===== config.mk =====
export PLATFORM = sky130hd
export DESIGN_NAME = sec_prescaler
export DESIGN_NICKNAME = d
export VERILOG_FILES = /design/src/rtl/sec_prescaler_pkg.sv /design/src/rtl/sec_prescaler_rst_sync.sv /design/src/rtl/sec_prescaler_cal_source.sv /design/src/rtl/sec_prescaler_counter.sv /design/src/rtl/sec_prescaler.sv
export SDC_FILE = /design/constraint.sdc
export NUM_CORES = 1
export LEC_CHECK = 0
export ABC_CLOCK_PERIOD_IN_PS = 2200
export BUFFER_PORTS_ARGS = -buffer_cell sky130_fd_sc_hd__buf_4
export CORE_ASPECT_RATIO = 1.4
export CORE_UTILIZATION = 32
export CTS_BUF_LIST = sky130_fd_sc_hd__clkbuf_16
export CTS_CLUSTER_SIZE = 12
export DETAILED_ROUTE_END_ITERATION = 7
export PLACE_DENSITY = 0.59
export SYNTH_ARGS = -nofsm -noshare
export SYNTH_HDL_FRONTEND = slang
export SYNTH_HIERARCHICAL = 1
export SYNTH_SLANG_ARGS = --single-unit

===== constraint.sdc =====
create_clock -name clk_i -period 2.2 [get_ports clk_i]
set_clock_uncertainty 0.05 [all_clocks]
set_input_delay 0.11 -clock clk_i [delete_from_list [all_inputs] [get_ports clk_i]]
set_output_delay 0.11 -clock clk_i [all_outputs]
set_load 0.05 [all_outputs]

===== src/rtl/sec_prescaler_pkg.sv =====
package sec_prescaler_pkg;

  // Source of the calibration word
  typedef enum logic {
    SRC_SW = 1'b0,
    SRC_HW = 1'b1
  } cal_src_e;

endpackage


===== src/rtl/sec_prescaler_rst_sync.sv =====
module sec_prescaler_rst_sync #(
  parameter int STAGES = 2
) (
  input  logic clk_i,
  input  logic rst_ni,
  output logic rst_no
);

  logic [STAGES-1:0] chain_q;
  logic [STAGES-1:0] chain_d;

  generate
    if (STAGES == 1) begin : g_one
      assign chain_d = 1'b1;
    end else begin : g_many
      assign chain_d = {chain_q[STAGES-2:0], 1'b1};
    end
  endgenerate

  always_ff @(posedge clk_i or negedge rst_ni) begin
    if (!rst_ni) chain_q <= '0;
    else         chain_q <= chain_d;
  end

  assign rst_no = chain_q[STAGES-1];

endmodule


===== src/rtl/sec_prescaler_cal_source.sv =====
module sec_prescaler_cal_source
  import sec_prescaler_pkg::*;
#(
  parameter int          CAL_W   = 16,
  parameter logic [CAL_W-1:0] CAL_RST = '1
) (
  input  logic             clk_i,
  input  logic             rst_ni,
  input  logic             load_i,
  input  logic             sel_i,
  input  logic [CAL_W-1:0] sw_cal_i,
  input  logic [CAL_W-1:0] hw_cal_i,
  output logic [CAL_W-1:0] active_o
);

  cal_src_e         src;
  logic [CAL_W-1:0] chosen;
  logic [CAL_W-1:0] active_q;
  logic [CAL_W-1:0] active_d;

  assign src = cal_src_e'(sel_i);

  always_comb begin
    unique case (src)
      SRC_HW:  chosen = hw_cal_i;
      default: chosen = sw_cal_i;
    endcase
  end

  // Capture only at a boundary; otherwise hold
  always_comb begin
    active_d = active_q;
    if (load_i) active_d = chosen;
  end

  always_ff @(posedge clk_i or negedge rst_ni) begin
    if (!rst_ni) active_q <= CAL_RST;
    else         active_q <= active_d;
  end

  assign active_o = active_q;

endmodule


===== src/rtl/sec_prescaler_counter.sv =====
module sec_prescaler_counter #(
  parameter int CAL_W = 16
) (
  input  logic             clk_i,
  input  logic             rst_ni,
  input  logic             enable_i,
  input  logic             tick_i,
  input  logic [CAL_W-1:0] limit_i,
  output logic             wrap_o
);

  logic [CAL_W-1:0] cnt_q;
  logic [CAL_W-1:0] cnt_d;
  logic             at_limit;
  logic             step;

  assign at_limit = (cnt_q == limit_i);
  assign step     = enable_i & tick_i;
  assign wrap_o   = step & at_limit;

  always_comb begin
    cnt_d = cnt_q;
    if (!enable_i)   cnt_d = '0;
    else if (wrap_o) cnt_d = '0;
    else if (step)   cnt_d = cnt_q + 1'b1;
  end

  always_ff @(posedge clk_i or negedge rst_ni) begin
    if (!rst_ni) cnt_q <= '0;
    else         cnt_q <= cnt_d;
  end

endmodule


===== src/rtl/sec_prescaler.sv =====
module sec_prescaler #(
  parameter int TICKS_PER_SEC = 32768,
  parameter int CAL_W         = 16,
  parameter int SYNC_STAGES   = 2
) (
  input  logic             clk_i,
  input  logic             rst_ni,
  input  logic             tick_i,
  input  logic             enable_i,
  input  logic             cal_sel_i,
  input  logic [CAL_W-1:0] sw_cal_i,
  input  logic [CAL_W-1:0] hw_cal_i,
  output logic             sec_pulse_o,
  output logic [CAL_W-1:0] cal_active_o
);

  localparam logic [CAL_W-1:0] CAL_RST = CAL_W'(TICKS_PER_SEC - 1);

  logic             rst_sync_n;
  logic             wrap;
  logic             cal_load;
  logic [CAL_W-1:0] cal_active;

  sec_prescaler_rst_sync #(
    .STAGES (SYNC_STAGES)
  ) u_rst (
    .clk_i  (clk_i),
    .rst_ni (rst_ni),
    .rst_no (rst_sync_n)
  );

  // A new word is taken at a second boundary or while idle
  assign cal_load = wrap | ~enable_i;

  sec_prescaler_cal_source #(
    .CAL_W   (CAL_W),
    .CAL_RST (CAL_RST)
  ) u_src (
    .clk_i    (clk_i),
    .rst_ni   (rst_sync_n),
    .load_i   (cal_load),
    .sel_i    (cal_sel_i),
    .sw_cal_i (sw_cal_i),
    .hw_cal_i (hw_cal_i),
    .active_o (cal_active)
  );

  sec_prescaler_counter #(
    .CAL_W (CAL_W)
  ) u_cnt (
    .clk_i    (clk_i),
    .rst_ni   (rst_sync_n),
    .enable_i (enable_i),
    .tick_i   (tick_i),
    .limit_i  (cal_active),
    .wrap_o   (wrap)
  );

  assign sec_pulse_o  = wrap;
  assign cal_active_o = cal_active;

endmodule


==> reports/metrics.csv <==
stage;metric;value;unit
setup_path;critical-path-max-stage-delay;0.45;ns
route;routed-via-count;1742;
logic_synthesis;yosys-top-cells-area;dfrtp_1, dfstp_2, mux2i_1;
cts;cts.path.max_buffers;2;
timing;rsz0062_at_grt;no;
logic_synthesis;yosys_register_bits;34;
floorplanning;coreArea;5904;sq um
timing;final-setup-viol-count;0;
global_route;antenna_found_initial;0;
setup_path;path_cells;xor2_1 > nor4_2 > nand4_1 > buf_6 > nor2_4 > buf_6;
logic_synthesis;ys_warn_count;6;
logic_synthesis;yosys.area_share.xor_xnor;7.125;%
cts;cts_sinks;34;
timing;worstMarginPinSlew;0.4904;ns
logic_synthesis;synth_flop_cell;dfrtp_1;
final_layout;seqCellArea;870.8;sq um
cts;cts_tree;done;
setup_path;worstSetupPathType;flip-flop to primary output;
final_layout;stdcell_count;334;
final_layout;final_net_count;301;
setup_path;cp-end-kind;primary output;
timing;finalCritPeriodShare;95.98;%
logic_synthesis;netlist_instances;205;
floorplanning;start_util;33.31;%
route;drc;0;
final_layout;num_antenna_cells;0;
timing;period_needed;2.112;ns
cts;post-cts-setup-buffer-count;0;
logic_synthesis;synth_seq_area_share;44.21;%
logic_synthesis;netlist.area_leader.share;24.17;%
logic_synthesis;synth_simple_gate_area_share;20.04;%
setup_path;worst_r2r_path_depth;8;
pwr;power_density;706.5;nW/um^2
logic_synthesis;syn_nets;243;
setup_path;worstPathMaxFanout;22;
logic_synthesis;synth_area;1967;sq um
setup_path;worstPathArrival;1.95;ns
route;avgViaCountPerCell;5.216;
logic_synthesis;synth_compound_area_share;15.14;%
floorplanning;row_count;33;
cts;cts_buffers;5;
route;ant_nets;0;
floorplanning;die_area;6469;sq um
placement;port_buffers;53;
cts;clkLatencyLatePin;0.28;ns
logic_synthesis;synth_edf_count;0;
run_status;status;complete, no violations;
setup_path;cp_slowest_cell;dfrtp_2;
final_layout;drive_above_1_share;35.61;%
route;wl;4788;microns
global_route;grt_max_degree;33;
pwr;power_leakage;1.216;nW
global_route;grt_pass1_wl;7797;microns
final_layout;nFillCells;599;
placement;numPlacedInstances;324;
logic_synthesis;avgSynthCellArea;9.595;sq um
timing;finalHoldViolations;0;
timing;maxSlewViolCount;0;
cts;cts.clk_slew.worst_paths;0.05;ns
pwr;peakVddDrop;0.3621;mV
min_path;min_path_cells;3;
timing;relSlewSlack;67.05;%
logic_synthesis;async_flop_share;100.0;%
route;drtPass1Iterations;4;
cts;htreeDepth;2;
logic_synthesis;ys_top_cells_by_count;nor2_1, dfrtp_1, a21oi_1;
floorplanning;io_pins;54;
logic_synthesis;synth_most_common_cell;nor2_1;
logic_synthesis;synth_top_family_by_area;simple AND/OR/NAND/NOR gates;
logic_synthesis;synth.area.mux_share;8.142;%
setup_path;start_kind;flip-flop;
final_layout;fin_util;44.99;%
placement;dp_hpwl;3430;microns
placement;gp_congestion;0.7690;
timing;whs;0.08671;ns
route;wire_per_inst;14.34;microns
final_layout;syn_to_final_growth;35.05;%
setup_path;worst-path-stages;6;
logic_synthesis;yosysUniqueCellTypes;39;
logic_synthesis;synth_area_leader_cell;dfrtp_1;
setup_path;crit_buf_inv;2;
logic_synthesis;synthAdderAreaFrac;0.6361;%
global_route;gr-total-overflow;0;
global_route;gr-usage-all-layers;16.40;%
final_layout;multiInputGateArea;1050;sq um
setup_path;cpLargestDelayFamily;simple AND/OR/NAND/NOR gates;
min_path;hold_class;input pin to flip-flop;
setup_path;cpMostUsedCell;buf_6;
global_route;grt_pass1_vias;1612;
setup_path;crit_required;2.04;ns
floorplanning;dieWidth;68.26;microns
job;cap_violations;0;
route;drt-initial-drc-count;84;
timing;fmax;0.4736;GHz
cts;cts_root_buf;clkbuf_16;
floorplanning;fp.dieH;94.77;microns
==> state kept, by name, indices dropped and copies added, names as in the netlist <==
signal and flops:
u_cnt/cnt_q 16, u_rst/chain_q 2, u_src/active_o 16
==> power by group <==
group          switching [mW]  total [mW]  internal [mW]
combinational           0.221       0.364          0.143
sequential             0.0382       0.724          0.685
clock                   0.260       0.789          0.529
total                   0.519        1.88           1.36
==> layout make-up <==
class	count	share of cell area (%)
Clock inverter	3	1.507
Clock buffer	5	4.710
Tap cell	70	3.297
Inverter	2	0.2826
Timing Repair Buffer	62	17.90
Multi-Input combinational cell	158	39.52
Sequential cell	34	32.78
==> worst paths after layout <==
check	startpoint	slack [ns]	end
max	u_cnt/cnt_q[6]	0.09	sec_pulse_o
min	sw_cal_i[15]	0.09	u_src/active_o[15]
max reg2reg	u_cnt/cnt_q[6]	0.11	u_src/active_o[14]
min reg2reg	u_rst/chain_q[1]	0.21	u_cnt/cnt_q[11]
max in group asynchronous	u_rst/chain_q[1]	1.56	u_src/active_o[13]
min in group asynchronous	rst_ni	0.10	u_rst/chain_q[1]
==> layer usage <==
layer | part of all wire (%) | global-route usage [%] | up-vias | wire length, microns
met3 | 4.4 | 3.744 | 11 | 209
met1 | 42 | 20.42 | 828 | 2031
met2 | 50 | 26.06 | 56 | 2397
met4 | 3.1 | 7.986 | 0 | 148
li1 | - | - | 847 | -
met5 | 0 | 0 | - | 0
==> what timing repair did <==
item | in CTS | in global routing
cloned | 1 | 0
endpoints found under the setup margin | 2 | 10
hold endpoints to repair | 2 | 0
gates resized for setup | 1 | 5
hold buffers | 1 | 0
pin swaps | 0 | 1
==> tightest hold or removal path, cell delays in order <==
cell and delay [ns]:
buf_4 0.07, mux2i_1 0.05, a21oi_1 0.13
==> per-stage QoR <==
| stage | power, mW | setup slack (ns) | area, sq um | TNS (ns) |
|---|---|---|---|---|
| 5_1_grt | 1.953 | 0.005455 | 2656 | 0 |
| 3_5_place_dp | 1.095 | -0.004177 | 2446 | -0.004177 |
| 4_1_cts | 1.900 | 0.04649 | 2636 | 0 |
| 6_report | 1.877 | 0.08838 | 2656 | 0 |
| 3_3_place_gp | 1.091 | 0.06134 | 2446 | 0 |
| 2_1_floorplan | 0.9675 | -0.2256 | 2002 | -3.475 |
==> placed cells by master (no fill, tap or decap), drive strengths merged, types with 7 or more instances in the layout <==
cell type	n
dfstp	15
nand3	8
dfrtp	19
a22o	7
mux2i	16
a31o	7
nand2	12
nor2	29
buf	61
xor2	16
a21oi	17
==> kinds of logic after synthesis <==
logic type | after synthesis
AO/OA/AOI/OAI | 44
XOR/XNOR | 16
adder cells (fa/ha/maj) | 1
buffers and inverters | 14
flip-flops | 34
multiplexers | 16
other | 1
AND/OR/NAND/NOR | 79
Note: power is estimated with default switching activity, not from simulation.
